<file path="config.mk">
export PLATFORM = sky130hd
export DESIGN_NAME = ll_dma_walker
export DESIGN_NICKNAME = d
export VERILOG_FILES = /design/src/rtl/ll_walk_pkg.sv /design/src/rtl/ll_walk_regs.sv /design/src/rtl/ll_walk_fsm.sv /design/src/rtl/ll_dma_walker.sv
export SDC_FILE = /design/constraint.sdc
export NUM_CORES = 1
export LEC_CHECK = 0
export CORE_MARGIN = 4
export CORE_UTILIZATION = 30
export CTS_BUF_LIST = sky130_fd_sc_hd__clkbuf_4
export CTS_CLUSTER_DIAMETER = 200
export DETAILED_ROUTE_END_ITERATION = 10
export PLACE_DENSITY = 0.48
export SLEW_MARGIN = 20
export SYNTH_ARGS = -nofsm -noshare
export SYNTH_HDL_FRONTEND = slang
export SYNTH_SLANG_ARGS = --single-unit
</file>
<file path="constraint.sdc">
create_clock -name clk_i -period 5.4 [get_ports clk_i]
set_input_delay 1.62 -clock clk_i [delete_from_list [all_inputs] [get_ports clk_i]]
set_output_delay 1.62 -clock clk_i [all_outputs]
set_load 0.05 [all_outputs]
</file>
<file path="src/rtl/ll_walk_pkg.sv">
package ll_walk_pkg;
  localparam int WORD_W     = 32;
  localparam int ADDR_W     = 64;
  localparam int ELEM_WORDS = 6;
  localparam int ELEM_BYTES = ELEM_WORDS * (WORD_W / 8);
  localparam int IDX_W      = $clog2(ELEM_WORDS);

  // element control word fields
  localparam int CF_CYCLE  = 0;
  localparam int CF_TOGGLE = 1;
  localparam int CF_LINK   = 2;
  localparam int CF_LIE    = 3;
  localparam int CF_RIE    = 4;

  // channel control register fields
  localparam int CTL_CCS = 8;
  localparam int CTL_LLE = 9;

  localparam logic [1:0] RA_CTRL   = 2'd0;
  localparam logic [1:0] RA_PTR_LO = 2'd1;
  localparam logic [1:0] RA_PTR_HI = 2'd2;
  localparam logic [1:0] RA_BELL   = 2'd3;

  typedef enum logic [1:0] {
    CH_RESET = 2'd0,
    CH_RUN   = 2'd1,
    CH_STOP  = 2'd3
  } ch_status_e;

  typedef enum logic [2:0] {
    WS_IDLE, WS_REQ, WS_WAIT, WS_CMD, WS_DONE
  } walk_state_e;
endpackage

</file>
<file path="src/rtl/ll_walk_regs.sv">
module ll_walk_regs
  import ll_walk_pkg::*;
#(
  parameter int CH_ID   = 0,
  parameter int CH_BITS = 3
) (
  input  logic              clk_i,
  input  logic              rst_ni,
  input  logic              reg_valid_i,
  input  logic              reg_write_i,
  input  logic [1:0]        reg_addr_i,
  input  logic [WORD_W-1:0] reg_wdata_i,
  output logic              reg_rvalid_o,
  output logic [WORD_W-1:0] reg_rdata_o,
  input  ch_status_e        status_i,
  input  logic              ccs_i,
  input  logic [ADDR_W-1:0] ptr_i,
  output logic              start_o,
  output logic              ld_ccs_o,
  output logic              ccs_val_o,
  output logic              ld_lo_o,
  output logic              ld_hi_o,
  output logic [WORD_W-1:0] ld_data_o
);
  localparam logic [CH_BITS-1:0] MY_CH = CH_BITS'(CH_ID);

  logic              lle_q;
  logic              wr, rd, running;
  logic [WORD_W-1:0] rd_ctrl, rd_mux;

  assign running   = (status_i == CH_RUN);
  assign wr        = reg_valid_i & reg_write_i;
  assign rd        = reg_valid_i & ~reg_write_i;
  assign ld_ccs_o  = wr & (reg_addr_i == RA_CTRL) & ~running;
  assign ld_lo_o   = wr & (reg_addr_i == RA_PTR_LO) & ~running;
  assign ld_hi_o   = wr & (reg_addr_i == RA_PTR_HI) & ~running;
  assign ccs_val_o = reg_wdata_i[CTL_CCS];
  assign ld_data_o = reg_wdata_i;
  assign start_o   = wr & (reg_addr_i == RA_BELL) &
                     (reg_wdata_i[CH_BITS-1:0] == MY_CH) & lle_q & ~running;

  always_comb begin
    rd_ctrl          = '0;
    rd_ctrl[CTL_LLE] = lle_q;
    rd_ctrl[CTL_CCS] = ccs_i;
    rd_ctrl[1:0]     = status_i;
    case (reg_addr_i)
      RA_CTRL:   rd_mux = rd_ctrl;
      RA_PTR_LO: rd_mux = ptr_i[WORD_W-1:0];
      RA_PTR_HI: rd_mux = ptr_i[ADDR_W-1:WORD_W];
      default:   rd_mux = '0;
    endcase
  end

  always_ff @(posedge clk_i or negedge rst_ni) begin
    if (!rst_ni) begin
      lle_q        <= 1'b0;
      reg_rvalid_o <= 1'b0;
      reg_rdata_o  <= '0;
    end else begin
      reg_rvalid_o <= rd;
      if (rd) reg_rdata_o <= rd_mux;
      if (ld_ccs_o) lle_q <= reg_wdata_i[CTL_LLE];
    end
  end
endmodule

</file>
<file path="src/rtl/ll_walk_fsm.sv">
module ll_walk_fsm
  import ll_walk_pkg::*;
(
  input  logic              clk_i,
  input  logic              rst_ni,
  input  logic              start_i,
  input  logic              ld_ccs_i,
  input  logic              ccs_val_i,
  input  logic              ld_lo_i,
  input  logic              ld_hi_i,
  input  logic [WORD_W-1:0] ld_data_i,
  output logic              mem_req_o,
  output logic [ADDR_W-1:0] mem_addr_o,
  input  logic              mem_rvalid_i,
  input  logic [WORD_W-1:0] mem_rdata_i,
  output logic              cmd_valid_o,
  output logic [ADDR_W-1:0] cmd_src_o,
  output logic [ADDR_W-1:0] cmd_dst_o,
  output logic [WORD_W-1:0] cmd_size_o,
  input  logic              cmd_done_i,
  output logic              irq_o,
  output ch_status_e        status_o,
  output logic              ccs_o,
  output logic [ADDR_W-1:0] ptr_o
);
  walk_state_e       state_q;
  ch_status_e        status_q;
  logic              ccs_q, irq_q;
  logic [ADDR_W-1:0] ptr_q;
  logic [IDX_W-1:0]  idx_q, last_q;
  logic [WORD_W-1:0] word_q [ELEM_WORDS];
  logic              want_irq;

  assign want_irq    = word_q[0][CF_LIE] | word_q[0][CF_RIE];
  assign mem_req_o   = (state_q == WS_REQ);
  assign mem_addr_o  = ptr_q + {{(ADDR_W-IDX_W-2){1'b0}}, idx_q, 2'b00};
  assign cmd_valid_o = (state_q == WS_CMD);
  assign cmd_size_o  = word_q[1];
  assign cmd_src_o   = {word_q[3], word_q[2]};
  assign cmd_dst_o   = {word_q[5], word_q[4]};
  assign irq_o       = irq_q;
  assign status_o    = status_q;
  assign ccs_o       = ccs_q;
  assign ptr_o       = ptr_q;

  always_ff @(posedge clk_i or negedge rst_ni) begin
    if (!rst_ni) begin
      state_q  <= WS_IDLE;
      status_q <= CH_RESET;
      ccs_q    <= 1'b0;
      irq_q    <= 1'b0;
      ptr_q    <= '0;
      idx_q    <= '0;
      last_q   <= '0;
      for (int i = 0; i < ELEM_WORDS; i++) word_q[i] <= '0;
    end else begin
      irq_q <= 1'b0;
      if (ld_ccs_i) ccs_q <= ccs_val_i;
      if (ld_lo_i)  ptr_q[WORD_W-1:0] <= ld_data_i;
      if (ld_hi_i)  ptr_q[ADDR_W-1:WORD_W] <= ld_data_i;
      case (state_q)
        WS_IDLE: if (start_i) begin
          status_q <= CH_RUN;
          idx_q    <= '0;
          state_q  <= WS_REQ;
        end
        WS_REQ: state_q <= WS_WAIT;
        WS_WAIT: if (mem_rvalid_i) begin
          word_q[idx_q] <= mem_rdata_i;
          if (idx_q == '0) begin
            if (mem_rdata_i[CF_CYCLE] != ccs_q) begin
              // producer has not handed this element over yet: park here
              status_q <= CH_STOP;
              state_q  <= WS_IDLE;
            end else if (mem_rdata_i[CF_LINK]) begin
              idx_q   <= IDX_W'(2);
              last_q  <= IDX_W'(3);
              state_q <= WS_REQ;
            end else begin
              idx_q   <= IDX_W'(1);
              last_q  <= IDX_W'(ELEM_WORDS-1);
              state_q <= WS_REQ;
            end
          end else if (idx_q != last_q) begin
            idx_q   <= idx_q + 1'b1;
            state_q <= WS_REQ;
          end else if (word_q[0][CF_LINK]) begin
            ptr_q   <= {mem_rdata_i, word_q[2]};
            if (word_q[0][CF_TOGGLE]) ccs_q <= ~ccs_q;
            idx_q   <= '0;
            state_q <= WS_REQ;
          end else begin
            state_q <= WS_CMD;
          end
        end
        WS_CMD: state_q <= WS_DONE;
        WS_DONE: if (cmd_done_i) begin
          irq_q   <= want_irq;
          ptr_q   <= ptr_q + ADDR_W'(ELEM_BYTES);
          idx_q   <= '0;
          state_q <= WS_REQ;
        end
        default: state_q <= WS_IDLE;
      endcase
    end
  end
endmodule

</file>
<file path="src/rtl/ll_dma_walker.sv">
module ll_dma_walker
  import ll_walk_pkg::*;
#(
  parameter int CH_ID   = 0,
  parameter int CH_BITS = 3
) (
  input  logic        clk_i,
  input  logic        rst_ni,
  input  logic        reg_valid_i,
  output logic        reg_ready_o,
  input  logic        reg_write_i,
  input  logic [1:0]  reg_addr_i,
  input  logic [31:0] reg_wdata_i,
  output logic        reg_rvalid_o,
  output logic [31:0] reg_rdata_o,
  output logic        mem_req_o,
  output logic [63:0] mem_addr_o,
  input  logic        mem_rvalid_i,
  input  logic [31:0] mem_rdata_i,
  output logic        cmd_valid_o,
  output logic [63:0] cmd_src_o,
  output logic [63:0] cmd_dst_o,
  output logic [31:0] cmd_size_o,
  input  logic        cmd_done_i,
  output logic        irq_o
);
  ch_status_e        status_w;
  logic              ccs_w, start_w, ld_ccs_w, ccs_val_w, ld_lo_w, ld_hi_w;
  logic [ADDR_W-1:0] ptr_w;
  logic [WORD_W-1:0] ld_data_w;

  assign reg_ready_o = 1'b1;

  ll_walk_regs #(.CH_ID(CH_ID), .CH_BITS(CH_BITS)) u_regs (
    .clk_i, .rst_ni, .reg_valid_i, .reg_write_i, .reg_addr_i, .reg_wdata_i,
    .reg_rvalid_o, .reg_rdata_o,
    .status_i(status_w), .ccs_i(ccs_w), .ptr_i(ptr_w),
    .start_o(start_w), .ld_ccs_o(ld_ccs_w), .ccs_val_o(ccs_val_w),
    .ld_lo_o(ld_lo_w), .ld_hi_o(ld_hi_w), .ld_data_o(ld_data_w)
  );

  ll_walk_fsm u_fsm (
    .clk_i, .rst_ni,
    .start_i(start_w), .ld_ccs_i(ld_ccs_w), .ccs_val_i(ccs_val_w),
    .ld_lo_i(ld_lo_w), .ld_hi_i(ld_hi_w), .ld_data_i(ld_data_w),
    .mem_req_o, .mem_addr_o, .mem_rvalid_i, .mem_rdata_i,
    .cmd_valid_o, .cmd_src_o, .cmd_dst_o, .cmd_size_o, .cmd_done_i,
    .irq_o, .status_o(status_w), .ccs_o(ccs_w), .ptr_o(ptr_w)
  );
endmodule

</file>
* Yosys cells after proc, flatten, opt, wreduce, memory -nomap -nowiden
Cells that the tools add are included.
** Word-level totals
- Register bits :: 303
- Bits of input ports :: 72
- Output and inout port bits :: 261
- Word-level logic and storage cells :: 112
** Operators by class
- Add/subtract/negate cells :: 3
- Magnitude comparators :: 2
- Equal/unequal tests :: 17
- Multiplexer cells :: 44
- Bitwise logic cells :: 18
- Reductions and logical operators :: 12
** Operators by type and width (number)
- two-way mux 64 bit :: 5
- bitwise mux 192 bit :: 1
- one-hot mux 64 bit (2 select lines) :: 1
- demux 32 bit (select 3 bit) :: 1
- two-way mux 32 bit :: 3
- one-hot mux 32 bit (3 select lines) :: 1
- adder 64 x 5 -> 64 bit :: 1
- adder 64 x 5 -> 64 bit, second input constant :: 1
- two-way mux 3 bit :: 13
- one-hot mux 3 bit (5 select lines) :: 1
- AND 1 bit :: 12
- two-way mux 2 bit :: 6
- two-way mux 1 bit :: 10
- logical NOT 3 bit :: 3
- one-hot mux 3 bit (3 select lines) :: 1
- == test 3 x 2 -> 1 bit, second input constant :: 2
- inequality test 2 bit, second input constant :: 3
- AND reduction 6 bit :: 1
- AND reduction 5 bit :: 1
- == test 2 x 1 -> 1 bit, second input constant :: 2
- == test 2 bit, second input constant :: 2
- greater-or-equal comparator 4 bit, second input constant :: 1
- < comparator 4 x 1 -> 1 bit, second input constant :: 1
- inequality test 2 x 1 -> 1 bit, second input constant :: 2
- other kinds (18) :: 21

* Logic depth before layout (Yosys ltp)
- Depth in word-level cells :: 10
- Depth in mapped cells :: 10
- Mapped depth without buffers :: 9

* Cells and area by module
From an unflattened synthesis, not the netlist that was laid out.
** Unflattened totals
- Cells, all modules :: 1570
- Area total of the unflattened synthesis :: 16278.1 sq um
** Modules (own cells, without submodules)
- ll_walk_fsm :: times used 1, cells each 1368, area each 14351.3 sq um, seq. area each 6030.8 sq um
- ll_walk_regs :: times used 1, cells each 200, area each 1915.6 sq um, seq. area each 850.8 sq um
- ll_dma_walker :: times used 1, cells each 2, area each 11.3 sq um, seq. area each 0.0 sq um

* Worst setup path after synthesis
OpenSTA, ideal clock, no wires.
- Path kind :: reg2out
- Start :: register u_fsm.idx_q[0]
- End :: output mem_addr_o[36]
- Arrival time :: 3.253 ns
- Required time :: 3.780 ns
- Slack :: 0.527 ns
- Stages on the path, launching flop included :: 10
- Buffers on the path :: 0
- Cell sequence :: dfrtp_1 > ha_1 > inv_1 > fa_1 > nand2b_1 > a2111oi_2 > and2b_1 > nand3_2 > or3_1 > xnor2_1
** Between the ends
- Longest elaborated chain between the ends :: 1
** Ends and longest elaborated chain
- from (decl) :: RTL line ll_walk_fsm.sv:30 : logic [IDX_W-1:0] idx_q, last_q;
- from (signal assigned) :: RTL line ll_walk_fsm.sv:85 : idx_q <= idx_q + 1'b1;
- adder 64 x 5 -> 64 bit :: RTL line ll_walk_fsm.sv:36 : assign mem_addr_o = ptr_q + {{(ADDR_W-IDX_W-2){1'b0}}, idx_q, 2'b00};
- to (decl) :: RTL line ll_dma_walker.sv:17 : output logic [63:0] mem_addr_o,
No other way between the ends.

* Final worst setup path
- Start :: register u_fsm.idx_q[2]
- End :: output mem_addr_o[61]
Same word-level chain as after synthesis.

==> metrics.cfg <==
[layout]
nFillCells = 5213
fin_cells = 2445
syn2layout_area_growth_pct = 25.1
multi_input_area_um2 = 7190
regArea_um2 = 6890
fin_nets = 1784
fin_area_um2 = 19800
layout-drive-gt1-share_pct = 25.2

[sta]
drv_slew = 0
finalClockSkew_ns = 0.0733
timing.fmax_ghz = 0.189
fin_crit_ns = 5.29
fin_worst_hold_slack_ns = 0.480
min_period_over_period_pct = 98.0
worst_pin_slew_ns = 1.13
finalHoldViolCount = 0
setup_slack_ns = 0.108
slew_headroom_pct = 24.9
setup_viol = 0

[placed_design]
dpl.hpwl_um = 42100
dp_worst_setup_slack_ns = 0.337
portBuffers = 331
placed_cells = 2296
placed_cell_area_um2 = 18600
routabilityCongestion = 0.910

[synth]
avgSynthCellArea_um2 = 10.4
synth_cell_types = 65
synth_compound_area_share_pct = 7.88
synth-adder-area-share_pct = 0.599
syn-cell-area_um2 = 15900
synth_xor_area_share_pct = 6.74
synth-edff-count = 0
ys_async_sr_fraction_pct = 100
ys_seq_elements = 275
ys_seq_area_share_pct = 43.4
yosysWarningCount = 0
syn-num-nets = 1603
synthFlopType = dfrtp_1
muxShareOfSynthArea_pct = 16.0
synth_top_family_by_area = multiplexers
syn_inst = 1524
yosys.area_share.simple_pct = 12.8

[power_and_ir_drop]
swShare_pct = 46.4
power_leakage_nw = 8.56
p_int_w = 0.00522
switchingPower_w = 0.00452
pwr-share-comb_pct = 45.3
power_frac_seq_pct = 33.5
clkPwrFrac_pct = 21.3
ir_drop_mv = 0.364
powerDensity_nw_per_um2 = 491

[worst_hold_path]
hp-class = register to register

[route]
wirelength_um = 58300
vias = 12279
dr.pass1.iters = 5
avgRoutedWirePerCell_um = 23.9
viasPerCell = 5.02
ant_nets = 0
drt_iter0_drc = 968
route.detailed.drc = 0

[die]
die_width_um = 238
die_area_um2 = 56600
rows = 84
design.core.area_um2 = 52400
die_y_um = 238
start_util_pct = 30.2
io_pins = 333

[clocking]
cts_sinks = 275
htreeDepth = 3
cts_root_buf = clkbuf_4
cts_tree = yes
numCtsBuffers = 86
cts_hold_buf = 0
clkTransAtPathRegs_ns = 0.07
clk_path_buf_depth = 3
clk_latency_ns = 0.84

[setup_path]
required_ns = 3.78
start_kind = register
crit_fanout = 12
cp.arrival_ns = 3.67
path_class = register to primary output
end_kind = primary output

[global_routing]
grt_max_degree = 97
grt-ovfl-total = 0
track_usage_pct = 20.1
grt_pass1_vias = 12611
grt_first_pass_wirelength_um = 85300
antenna_found_initial = 4

[outcome]
status = finished clean

[job]
drv_cap = 0

layout by cell type (no fill, tap or decap), types with 5 or more instances in the layout:
cell type | Yosys | routed
nor2_1 | 91 | 89
a21oi_1 | 38 | 38
nand4_1 | 33 | 33
buf_4 | 175 | 74
nand3_1 | 27 | 24
dlygate4sd2_1 | 0 | 6
nor4_1 | 11 | 11
nor3_2 | 2 | 5
nand2_1 | 92 | 91
clkinv_1 | 0 | 13
nor4_4 | 3 | 6
dfrtp_1 | 275 | 272
mux2i_1 | 65 | 65
buf_12 | 0 | 14
nor3_1 | 69 | 64
inv_1 | 12 | 11
or3_1 | 6 | 5
a221o_1 | 24 | 24
clkdlybuf4s50_1 | 0 | 282
xnor2_1 | 62 | 62
a22oi_1 | 38 | 38
mux2_2 | 164 | 164
xor2_1 | 60 | 56
clkbuf_4 | 2 | 122
nor2b_1 | 10 | 7
o21ai_0 | 69 | 69
registers in the layout, summed over array words and instances, names as in the netlist:
name and cells:
u_fsm.cmd_size_o 32, u_fsm.idx_q 3, u_regs.lle_q 1, u_regs.reg_rvalid_o 1, u_fsm.status_o 2, u_regs.reg_rdata_o 32
u_fsm.irq_o 1, u_fsm.word_q 4, u_fsm.ccs_o 1, u_fsm.cmd_src_o 64, u_fsm.cmd_dst_o 64, u_fsm.last_q 3
u_fsm.ptr_o 64, u_fsm.state_q 3
power by group through the flow:
| stage | Combinational, W | Sequential [W] | Clock (W) |
|---|---|---|---|
| finish | 0.00441 | 0.00326 | 0.00207 |
| global route | 0.00466 | 0.00333 | 0.00227 |
| CTS | 0.00442 | 0.00324 | 0.00217 |
| detailed placement | 0.00438 | 0.00327 | 0 |
| global placement | 0.00437 | 0.00326 | 0 |
| floorplan | 0.00326 | 0.00295 | 0 |
per-layer routing:
layer  share of wire (%)  GRT usage (%)  up-vias
met2                  48           32.5      489
met1                  42           26.3     6181
li1                    -              -     5536
met4                 1.6           5.57        2
met3                 8.4           5.99       71
met5               0.015              0        -
cells in the mapped netlist, drive strengths merged, types with 38 or more instances:
library cell / n / area (um^2)
mux2: 168 / 1890
a22oi: 38 / 285
mux2i: 65 / 651
nor2: 91 / 342
dfrtp: 275 / 6880
buf: 241 / 1740
xnor2: 62 / 543
clkbuf: 51 / 199
o21ai: 72 / 360
a21oi: 38 / 190
nand2: 95 / 364
nor3: 73 / 398
xor2: 60 / 526
what timing repair did:
action / CTS / global route
setup endpoints to repair: 48 / 18
pin swaps: 5 / 3
resized for setup: 37 / 17
buffers inserted: 9 / 0
cell type report:
class	count	share of cell area [%]
multi-input combinational	945	36.2
sequential	275	34.7
timing repair buffer	385	19.3
clock buffer	122	4.62
tap	688	4.34
clock inverter	17	0.593
inverter	12	0.246
antenna	1	0.0126
logic make-up after synthesis:
family,after synthesis
muxes,233
other,1
AOI/OAI and AO/OA,192
DFF,275
adders and majority gates,7
and+or+nand+nor,390
xor gates and xnor gates,122
buffers and inverters,304
worst max-delay path, stage by stage, from the launching register on:
cell	delay, ns
dfrtp_2	0.50
ha_2	0.46
o2111a_1	0.33
nand2_2	0.11
or4_4	0.60
nor3_4	0.22
xor2_1	0.34
buf_4	0.27
stage by stage:
stage	TNS [ns]	utilization, %	power, W
2_1_floorplan	0	-	0.00621
3_3_place_gp	0	35.5	0.00763
3_5_place_dp	0	35.5	0.00766
4_1_cts	0	37.7	0.00982
5_1_grt	-0.00537	37.8	0.0103
6_report	0	37.8	0.00974
path summary, 6_finish.rpt:
check / startpoint / endpoint / slack [ns] / cells past startpoint
max in group asynchronous: rst_ni / u_fsm.cmd_size_o[18] / 3.45 / 2
min: u_regs.reg_rdata_o[24] / u_regs.reg_rdata_o[24] / 0.48 / 2
max reg2reg: u_fsm.ptr_o[3] / u_fsm.ptr_o[45] / 2.24 / 8
min in group asynchronous: rst_ni / u_fsm.cmd_dst_o[40] / 0.79 / 1
min reg2reg: u_regs.reg_rdata_o[24] / u_regs.reg_rdata_o[24] / 0.48 / 2
max: u_fsm.idx_q[2] / mem_addr_o[61] / 0.11 / 7
Note: power is estimated with default switching activity, not from simulation.
